$ cat src/rtl/tpg_pkg.sv
package tpg_pkg;
   parameter int unsigned TPG_DEF_NCH    = 3;
   parameter int unsigned TPG_DEF_PERIOD = 12;
   parameter int unsigned TPG_DEF_MAXON  = 11;
   parameter int unsigned TPG_DEF_BLANK  = 20;

   // start slot of a channel within the phase cycle
   function automatic int unsigned slot_of(input int unsigned ch,
                                           input int unsigned period,
                                           input int unsigned nch);
      return (ch * period) / nch;
   endfunction
endpackage

$ cat src/rtl/tpg_sync.sv
module tpg_sync #(
   parameter int unsigned W      = 1,
   parameter int unsigned STAGES = 2
) (
   input  logic         clk_i,
   input  logic         rst_ni,
   input  logic [W-1:0] d_i,
   output logic [W-1:0] q_o
);
   logic [STAGES-1:0][W-1:0] stg_q;

   if (STAGES < 2) begin : g_bad_stages
      $error("tpg_sync: STAGES must be at least 2");
   end

   always_ff @(posedge clk_i or negedge rst_ni) begin
      if (!rst_ni) stg_q <= '0;
      else         stg_q <= {stg_q[STAGES-2:0], d_i};
   end

   assign q_o = stg_q[STAGES-1];
endmodule

$ cat src/rtl/tpg_phase_ctr.sv
module tpg_phase_ctr #(
   parameter int unsigned PERIOD = 12,
   localparam int unsigned CW    = $clog2(PERIOD)
) (
   input  logic          clk_i,
   input  logic          rst_ni,
   input  logic          tick_i,
   output logic [CW-1:0] cnt_o
);
   localparam logic [CW-1:0] LAST = CW'(PERIOD - 1);
   logic [CW-1:0] cnt_q;

   // reset to the last count so the first tick lands on slot 0
   always_ff @(posedge clk_i or negedge rst_ni) begin
      if (!rst_ni)     cnt_q <= LAST;
      else if (tick_i) cnt_q <= (cnt_q == LAST) ? '0 : cnt_q + CW'(1);
   end

   assign cnt_o = cnt_q;
endmodule

$ cat src/rtl/tpg_chan.sv
module tpg_chan #(
   parameter int unsigned MAX_ON    = 11,
   parameter int unsigned BLANK_CYC = 20,
   parameter bit          DIS_REG   = 1'b1,
   localparam int unsigned OW       = $clog2(MAX_ON + 1),
   localparam int unsigned BW       = $clog2(BLANK_CYC + 1)
) (
   input  logic clk_i,
   input  logic rst_ni,
   input  logic tick_i,
   input  logic slot_i,
   input  logic trip_i,
   input  logic en_i,
   input  logic fault_i,
   output logic gate_o,
   output logic dis_o
);
   logic          gate_q, gate_d;
   logic [BW-1:0] blank_q, blank_d;
   logic [OW-1:0] on_q, on_d;

   always_comb begin
      gate_d  = gate_q;
      blank_d = blank_q;
      on_d    = on_q;
      if (slot_i) begin
         gate_d  = en_i && !fault_i;
         blank_d = BW'(BLANK_CYC);
         on_d    = '0;
      end else if (gate_q) begin
         if (!en_i || fault_i)                          gate_d  = 1'b0;
         else if (tick_i && on_q == OW'(MAX_ON - 1))    gate_d  = 1'b0;
         else if (blank_q != '0)                        blank_d = blank_q - BW'(1);
         else if (trip_i)                               gate_d  = 1'b0;
         if (tick_i) on_d = on_q + OW'(1);
      end
   end

   always_ff @(posedge clk_i or negedge rst_ni) begin
      if (!rst_ni) begin
         gate_q  <= 1'b0;
         blank_q <= '0;
         on_q    <= '0;
      end else begin
         gate_q  <= gate_d;
         blank_q <= blank_d;
         on_q    <= on_d;
      end
   end

   assign gate_o = gate_q;

   if (DIS_REG) begin : g_dis_reg
      logic dis_q;
      always_ff @(posedge clk_i or negedge rst_ni) begin
         if (!rst_ni) dis_q <= 1'b1;
         else         dis_q <= ~gate_d;
      end
      assign dis_o = dis_q;
   end else begin : g_dis_comb
      assign dis_o = ~gate_q;
   end
endmodule

$ cat src/rtl/tri_phase_gate_seq.sv
module tri_phase_gate_seq #(
   parameter int unsigned NCH       = tpg_pkg::TPG_DEF_NCH,
   parameter int unsigned PERIOD    = tpg_pkg::TPG_DEF_PERIOD,
   parameter int unsigned MAX_ON    = tpg_pkg::TPG_DEF_MAXON,
   parameter int unsigned BLANK_CYC = tpg_pkg::TPG_DEF_BLANK,
   parameter int unsigned SYNC_STG  = 2,
   parameter bit          DIS_REG   = 1'b1,
   localparam int unsigned CW       = $clog2(PERIOD)
) (
   input  logic           clk_i,
   input  logic           rst_ni,
   input  logic           sw_clk_i,
   input  logic [NCH-1:0] cs_trip_i,
   input  logic [NCH-1:0] dim_en_i,
   input  logic           fault_i,
   output logic [NCH-1:0] gate_o,
   output logic [NCH-1:0] dis_o
);
   if (PERIOD % NCH != 0) begin : g_bad_period
      $error("tri_phase_gate_seq: PERIOD must be a multiple of NCH");
   end
   if (MAX_ON >= PERIOD || MAX_ON < 1) begin : g_bad_maxon
      $error("tri_phase_gate_seq: MAX_ON must lie in 1..PERIOD-1");
   end
   if (BLANK_CYC < 1) begin : g_bad_blank
      $error("tri_phase_gate_seq: BLANK_CYC must be at least 1");
   end

   logic           sw_s, sw_d_q, sw_tick;
   logic [CW-1:0]  phase_cnt, phase_nxt;
   logic [NCH-1:0] trip_s;

   tpg_sync #(.W(1), .STAGES(SYNC_STG)) u_sw_sync (
      .clk_i(clk_i), .rst_ni(rst_ni), .d_i(sw_clk_i), .q_o(sw_s));

   tpg_sync #(.W(NCH), .STAGES(SYNC_STG)) u_trip_sync (
      .clk_i(clk_i), .rst_ni(rst_ni), .d_i(cs_trip_i), .q_o(trip_s));

   always_ff @(posedge clk_i or negedge rst_ni) begin
      if (!rst_ni) sw_d_q <= 1'b0;
      else         sw_d_q <= sw_s;
   end
   assign sw_tick = sw_s & ~sw_d_q;

   tpg_phase_ctr #(.PERIOD(PERIOD)) u_phase (
      .clk_i(clk_i), .rst_ni(rst_ni), .tick_i(sw_tick), .cnt_o(phase_cnt));

   assign phase_nxt = (phase_cnt == CW'(PERIOD - 1)) ? '0 : phase_cnt + CW'(1);

   for (genvar c = 0; c < NCH; c++) begin : g_ch
      localparam logic [CW-1:0] SLOT = CW'(tpg_pkg::slot_of(c, PERIOD, NCH));
      logic slot_hit;
      assign slot_hit = sw_tick && (phase_nxt == SLOT);

      tpg_chan #(.MAX_ON(MAX_ON), .BLANK_CYC(BLANK_CYC), .DIS_REG(DIS_REG)) u_chan (
         .clk_i   (clk_i),
         .rst_ni  (rst_ni),
         .tick_i  (sw_tick),
         .slot_i  (slot_hit),
         .trip_i  (trip_s[c]),
         .en_i    (dim_en_i[c]),
         .fault_i (fault_i),
         .gate_o  (gate_o[c]),
         .dis_o   (dis_o[c]));
   end
endmodule

$ cat config.mk
export PLATFORM = sky130hd
export DESIGN_NAME = tri_phase_gate_seq
export DESIGN_NICKNAME = d
export VERILOG_FILES = /design/src/rtl/tpg_pkg.sv /design/src/rtl/tpg_sync.sv /design/src/rtl/tpg_phase_ctr.sv /design/src/rtl/tpg_chan.sv /design/src/rtl/tri_phase_gate_seq.sv
export SDC_FILE = /design/constraint.sdc
export NUM_CORES = 1
export LEC_CHECK = 0
export ABC_AREA = 0
export BUFFER_PORTS_ARGS = -buffer_cell sky130_fd_sc_hd__buf_2
export CORE_MARGIN = 1
export CORE_UTILIZATION = 40
export DETAILED_ROUTE_END_ITERATION = 12
export GPL_ROUTABILITY_DRIVEN = 1
export PLACE_DENSITY = 0.55
export SYNTH_ARGS = -nofsm -noshare
export SYNTH_HDL_FRONTEND = slang
export SYNTH_SLANG_ARGS = --single-unit
$ cat constraint.sdc
create_clock -name clk_i -period 2.1 [get_ports clk_i]
set_input_delay 0.21 -clock clk_i [delete_from_list [all_inputs] [get_ports clk_i]]
set_output_delay 0.21 -clock clk_i [all_outputs]
set_load 0.1 [all_outputs]
==> metrics, run 1 <==
status=finished with violations; failing checks=negative hold slack; worst vdd ir=475 uV; dpl hpwl=just over 3000 um; Final Worst Setup Slack=0.144 ns; fillcell total=559; Storage cell area=0.00116 mm^2; Critical Path RT=2.29 ns; Worst R2R Start=u_phase.cnt_o[0]$_DFFE_PN1P_; Critical Path AT=2.15 ns; via count=approximately 1,700; Post CTS Setup Buffer Count=0; Worst Skew=0.00432 ns; first-pass GRT wire length=around 7400 um; crit end category=register; worst-path fanout max=7; endpoints failing setup=0; area grow syn2layout=11.2%; NumNets Final=275; area of the mapped netlist=approximately 0.0024 mm^2; Post-Place Worst Slack=0.154 ns; critical path startpoint=u_phase.cnt_o[0]$_DFFE_PN1P_; Clock Sinks=46; Leak=about 1.1 nW; CTS Buf Count=5; Initial Utilization=about 42%; Multi-input gate area=0.00108 mm^2; post-synthesis xor/xnor area fraction=about 3.3%; Setup CP Type=reg -> reg; die area=0.00623 mm^2; Hold Crit Class=in -> async; R2R Setup Slk=approximately 0.14 ns; Mapped Cells=234; total gr overflow=0; # resized after CTS=0; fmax=511 MHz; Simple-Gate Fraction of Synth Area=a little under a quarter; main combinational cell family by area after synthesis=simple AND/OR/NAND/NOR gates; Tot GR Track Use=roughly 16%; io pins=16; Compound-Gate Fraction of Synth Area=a little under an eighth; final worst path period share=around 93%; routability cong.=just under 0.8; CTS Hold Bufs=0; largest net degree at the start of global routing=47; reg2reg end=g_ch[2].u_chan.blank_q[1]$_DFFE_PN0P_; initial antenna violation count=0; CTS tree=built; First-pass DRT Iterations=4; port buffer count=15; Synth Area per Inst=10.1 um^2; CTS clock-pin slew for the worst setup and hold paths=roughly 0.09 ns; Post-Syn Nets=258; H-tree depth=2; DRC=0; drt initial violations=between 70 and 80; RSZ-0062 raised after global routing=no; root buffer cell=clkbuf_8; endpoints failing hold=16; Clk Latency, worst-skew pair=~0.29 ns; Max Root-Sink Buffers=2; Distinct cells, synth=41; post-route core utilization=46.9%; Final ANT Viol Nets=0; Total Power=between 2 and 2.5 mW; setup TNS after final layout=0 ns; CP endpoint=g_ch[2].u_chan.blank_q[1]$_DFFE_PN0P_; Vias/cell=5.17; Seq cells post-synth=46; layout cell share with drive strength beyond 1=15.1%; max-cap viol count=0; worst-margin pin slew=~0.67 ns; CP startpoint kind=register; Routed WL=4290 um; Hold Slack=-0.0168 ns; Slew headroom=55.5%; minimum clock period=1.96 ns; Final Slew Violations=0; post-synthesis sequential area ratio=48.9%; mux cell area share after synthesis=0.423%; P per Cell Area=just under 900 mW/mm^2; n_diodes=0; vias in the first global route=1,580; worst r2r path cells=6; Placement Rows=27; YS warnings=0; drt wl/cell=13.2 um; core area=0.00561 mm^2; Post-Synth Adder-Cell Area=7.40%; Die Height=78.9 um; Die Width=around 79 um
power breakdown:
group,internal [mW],leakage [nW],switching (mW)
Combinational,0.230,0.486,0.278
Sequential,1.03,0.558,0.125
Clock,0.357,0.0585,0.301
Total,1.62,1.10,0.704
area by class of cell:
| cell class | instances | area share [%] |
|---|---|---|
| clock inverters | 3 | 1.66 |
| multi-input cells | 163 | 41.2 |
| inverters | 12 | 1.71 |
| flip-flops and latches | 46 | 44.0 |
| clock buffers | 5 | 2.61 |
| repair buffers | 23 | 5.42 |
| well taps | 72 | 3.42 |
placed cells by master (no fill, tap or decap), types with 3 or more instances in the layout:
cell	n
or3_1	8
inv_1	12
o21ai_0	4
nand3_1	16
nand4_1	4
dfstp_2	6
dfrtp_1	40
nand2_1	15
buf_4	5
a31o_1	3
xor2_1	3
o31ai_1	4
nand3b_1	3
buf_2	15
nor3b_1	3
or4_1	3
dlygate4sd3_1	3
nor4b_1	3
xnor2_1	6
nor2_1	20
a21oi_1	16
a21o_1	6
nor3_1	7
ha_1	14
clkbuf_8	5
nand2b_1	4
a311oi_1	4
cells in the mapped netlist:
cell type  count  area, um^2
and4b_1        2        20.0
inv_1         12        45.0
buf_4          6        45.0
nand2_1       15        56.3
or2_2          2        12.5
or3b_1         1        8.76
nor4b_1        3        26.3
buf_2          1        5.00
and4b_4        1        13.8
a211oi_4       1        20.0
a311oi_1       4        35.0
nor2b_1        1        6.26
nand3_1       16        80.1
o21ai_1        1        5.00
o31ai_1        4        30.0
xor2_1         3        26.3
buf_6          1        11.3
nor3_1         7        35.0
or4_1          3        22.5
nand4_1        4        25.0
a21o_1         6        45.0
dfstp_2        6         158
mux2i_1        1        10.0
nand3b_1       3        22.5
o21ai_0        4        20.0
o31a_1         1        8.76
nor3b_1        3        22.5
or2_1          1        6.26
a31o_1         3        26.3
o41ai_1        1        8.76
clkbuf_1       5        18.8
nand4b_1       2        17.5
nor2_1        20        75.1
nand2b_1       4        25.0
a21oi_1       16        80.1
xnor2_1        6        52.6
or3_1          8        50.1
dfrtp_1       40        1000
and4_1         1        8.76
ha_1          14         175
and2_1         1        6.26
sequential cells by signal, indices dropped and copies added, names as in the netlist:
| register | flops |
|---|---|
| g_ch.u_chan.blank_q | 15 |
| g_ch.u_chan.on_q | 12 |
| u_phase.cnt_o | 4 |
| g_ch.u_chan.dis_o | 3 |
| g_ch.u_chan.gate_o | 3 |
| u_trip_sync.q_o | 3 |
| u_trip_sync.stg_q | 3 |
| sw_d_q | 1 |
| u_sw_sync.q_o | 1 |
| u_sw_sync.stg_q | 1 |
worst max-delay path, stage by stage (launching register included):
cell and delay (ns):
dfstp_2 0.60, ha_1 0.26, nor3b_1 0.10, a211oi_4 0.26, and4b_1 0.24, buf_4 0.16, a311oi_1 0.23
kinds of logic after synthesis:
family | count (synthesis)
and+or+nand+nor | 98
DFF | 46
AOI/OAI and AO/OA | 41
buffers and inverters | 25
adders and majority gates | 14
xor gates and xnor gates | 9
muxes | 1
worst min path at each step:
stage	slack, ns	startpoint	end	cells past startpoint
2_1_floorplan	-0.09	rst_ni	g_ch[0].u_chan.blank_q[0]$_DFFE_PN0P_	0
3_3_place_gp	0.32	cs_trip_i[0]	u_trip_sync.stg_q[0]$_DFF_PN0_	1
3_5_place_dp	0.32	cs_trip_i[2]	u_trip_sync.stg_q[2]$_DFF_PN0_	1
4_1_cts	0.005	rst_ni	u_phase.cnt_o[2]$_DFFE_PN0P_	2
5_1_grt	0.002	cs_trip_i[2]	u_trip_sync.stg_q[2]$_DFF_PN0_	1
6_report	-0.02	rst_ni	u_trip_sync.q_o[2]$_DFF_PN0_	2
stage by stage:
step / cells / area (um^2) / hold WS, ns
final: 324 / 2630 / -0.0168
after CTS: 321 / 2600 / 0.00540
after global routing: 324 / 2630 / 0.00241
after detailed placement: 313 / 2490 / 0.319
after floorplan: 234 / 2370 / -0.0856
after global placement: 313 / 2490 / 0.318
layer usage:
| metal | wire [um] | track usage [%] | part of all wire (%) |
|---|---|---|---|
| met5 | 0 | 0 | 0 |
| met4 | 38 | 3.82 | 0.89 |
| met3 | 92 | 3.79 | 2.1 |
| met2 | 1930 | 24.6 | 45 |
| met1 | 2230 | 21.6 | 52 |
(Power assumes the default switching activity.)
==> inputs of run 2 (changes only) <==
--- a/config.mk
+++ b/config.mk
@@ -8,8 +8,10 @@
 export ABC_AREA = 0
 export BUFFER_PORTS_ARGS = -buffer_cell sky130_fd_sc_hd__buf_2
+export CORE_ASPECT_RATIO = 1.2
 export CORE_MARGIN = 1
 export CORE_UTILIZATION = 40
 export DETAILED_ROUTE_END_ITERATION = 12
 export GPL_ROUTABILITY_DRIVEN = 1
+export MAX_ROUTING_LAYER = met4
 export PLACE_DENSITY = 0.55
 export SYNTH_ARGS = -nofsm -noshare
==> constraint.sdc (replaced) <==
create_clock -name clk_i -period 2.1 [get_ports clk_i]
set_input_delay 0.21 -clock clk_i [delete_from_list [all_inputs] [get_ports clk_i]]
set_output_delay 0.21 -clock clk_i [all_outputs]
set_load 0.01 [all_outputs]
==> metrics, run 2 (synthesis gave the netlist of run 1 again) <==
status=completed; met2 Usage GRT=26.9% (+2.3 points); # resized after CTS=0 (unchanged); Die Width=72.2 um (-8.5%); most used routing layer=met2; drt initial violations=45 (-42%); part of the power in combinational logic=22.7% (+0.8 points); clock share of power=25.4% (-3.0 points); dpl hpwl=3180 um (+4.4%); crit end category=register; port buffer count=15 (unchanged); CTS Hold Bufs=4 (+4); endpoints failing hold=0 (-16); Final ANT Viol Nets=0 (unchanged); Max Root-Sink Buffers=2 (unchanged); Worst Skew=0.00997 ns (+0.00566 ns); largest net degree at the start of global routing=27 (-43%); Die Height=86.3 um (+9.3%); Critical Path AT=2.13 ns (-0.02 ns); NumNets Final=276 (+0.36%); area grow syn2layout=11.8%; Net Sw Frac=31.0% (+0.64 points); Routed WL=4370 um (+2.0%); max-cap viol count=0 (unchanged); Hold Crit Class=in -> reg; Final Slew Violations=0 (unchanged); P per Cell Area=837 mW/mm^2 (-5.0%); Worst Hold End=u_trip_sync.stg_q[1]$_DFF_PN0_; DRC=0 (unchanged); minimum clock period=1.94 ns (-0.0190 ns); endpoints failing setup=0 (unchanged); n_diodes=0 (unchanged); Leak=1.10 nW (-0.23%); Post CTS Setup Buffer Count=0 (unchanged); final worst path period share=92.2% (-0.90 points); CTS Buf Count=5 (unchanged); reg2reg end=g_ch[2].u_chan.blank_q[2]$_DFFE_PN0P_; Critical Path RT=2.29 ns (about the same); core area=0.00567 mm^2 (+1.1%); Flop pwr share=51.9% (+2.2 points); RSZ-0062 raised after global routing=no; Total Power=2.22 mW (-4.5%); total net switching power=0.687 mW (-2.5%); drt wl/cell=13.1 um (-0.75%); via count=1,729 (+3.2%); first-pass GRT wire length=7580 um (+1.8%); total gr overflow=0 (unchanged); io pins=16 (unchanged); internal cell power=1.53 mW (-5.4%); R2R Setup Slk=0.16 ns (+0.02 ns); initial antenna violation count=0 (unchanged); H-tree depth=2 (unchanged); vias in the first global route=1,661 (+5.1%); worst-path fanout max=7 (unchanged); met1 usage=19.4% (-2.2 points); most common cell after layout, fill and taps aside=dfrtp_1; Worst R2R Start=u_phase.cnt_o[0]$_DFFE_PN1P_; most frequent cells in the layout=dfrtp_1, nor2_1, nand3_1, a21oi_1; GR met3 Demand/Resource=3.60% (-0.19 points); worst vdd ir=349 uV (-27%); Largest Register=g_ch.u_chan.blank_q; Setup CP Type=reg -> reg; fmax=516 MHz (+0.98%); Slew headroom=57.3% (+1.8 points); Clk Latency, worst-skew pair=0.30 ns (about the same); CP startpoint kind=register; setup TNS after final layout=0 ns (unchanged); Hold Path Depth=1; worst r2r path cells=5 (-1); die area=0.00623 mm^2 (about the same); Placement Rows=30 (+11%); Tot GR Track Use=16.5% (+0.92 points); Largest register FFs=15 (unchanged); Hold Slack=0.0202 ns (+0.0370 ns); layout cell share with drive strength beyond 1=15.0% (-0.060 points); worst-margin pin slew=0.640 ns (-0.0269 ns); root buffer cell=clkbuf_8; Hold Crit Start=cs_trip_i[1]; CTS clock-pin slew for the worst setup and hold paths=0.09 ns (about the same); CTS tree=built; First-pass DRT Iterations=4 (unchanged); Vias/cell=5.19 (+0.43%); Clock Sinks=46 (unchanged); routability cong.=0.760 (-1.3%); Initial Utilization=41.8% (-0.45 points)
[run 2: changes by cell type in the layout (fill, tap and decap cells not counted), sizes merged]
cell and change:
bufinv -1, clkbuf +1, clkinvlp +1, dlygate4sd3 +1, inv -1
[run 2: area by class of cell]
cell class | instances | area, um^2
Clock inverter | 2 | 12.5
Fill cell | 551 | 3020
Tap cell | 80 | 100
Sequential cell | 46 | 1160
Multi-Input combinational cell | 163 | 1080
Inverter | 12 | 45.0
Timing Repair Buffer | 24 | 165
Clock buffer | 6 | 82.6
[run 2: worst max-delay path, cell delays in order, from the launching register on]
cell and delay (ns):
dfstp_2 0.58, ha_1 0.26, nor3b_1 0.11, a211oi_4 0.27
and4b_1 0.25, or3b_1 0.36
[run 2: worst max-delay path by stage]
stage                                       from                               endpoint  depth (start not counted)  slack [ns]
finish              u_phase.cnt_o[0]$_DFFE_PN1P_  g_ch[2].u_chan.blank_q[2]$_DFFE_PN0P_                          5        0.16
CTS                 u_phase.cnt_o[0]$_DFFE_PN1P_  g_ch[2].u_chan.blank_q[2]$_DFFE_PN0P_                          5        0.16
global route        u_phase.cnt_o[0]$_DFFE_PN1P_  g_ch[1].u_chan.blank_q[1]$_DFFE_PN0P_                          4        0.02
floorplan           u_phase.cnt_o[0]$_DFFE_PN1P_  g_ch[2].u_chan.blank_q[2]$_DFFE_PN0P_                          6        0.16
detailed placement  u_phase.cnt_o[0]$_DFFE_PN1P_  g_ch[2].u_chan.blank_q[2]$_DFFE_PN0P_                          5        0.19
global placement    u_phase.cnt_o[0]$_DFFE_PN1P_  g_ch[2].u_chan.blank_q[2]$_DFFE_PN0P_                          5        0.21
[run 2: routing by layer]
| metal | share of wire, % | vias to the layer above |
|---|---|---|
| met2 | 49 | 33 |
| met3 | 4.0 | 6 |
| met4 | 2.0 | 0 |
| li1 | - | 858 |
| met1 | 45 | 832 |
| met5 | 0 | - |
[run 2: metrics by stage]
stage,worst slack [ns],cell area (um^2),std cells,util (%)
6_report,0.163,2650,333,46.7
4_1_cts,0.158,2650,333,46.7
5_1_grt,0.0218,2650,333,46.7
2_1_floorplan,0.165,2370,234,-
3_3_place_gp,0.207,2510,321,44.3
3_5_place_dp,0.186,2510,321,44.3
[run 2: power groups by stage]
stage | registers, mW | clock network [mW] | logic (mW)
after floorplan | 1.13 | 0 | 0.391
after global placement | 1.16 | 0 | 0.492
after detailed placement | 1.17 | 0 | 0.495
after CTS | 1.15 | 0.588 | 0.508
after global routing | 1.18 | 0.622 | 0.585
final | 1.15 | 0.562 | 0.503
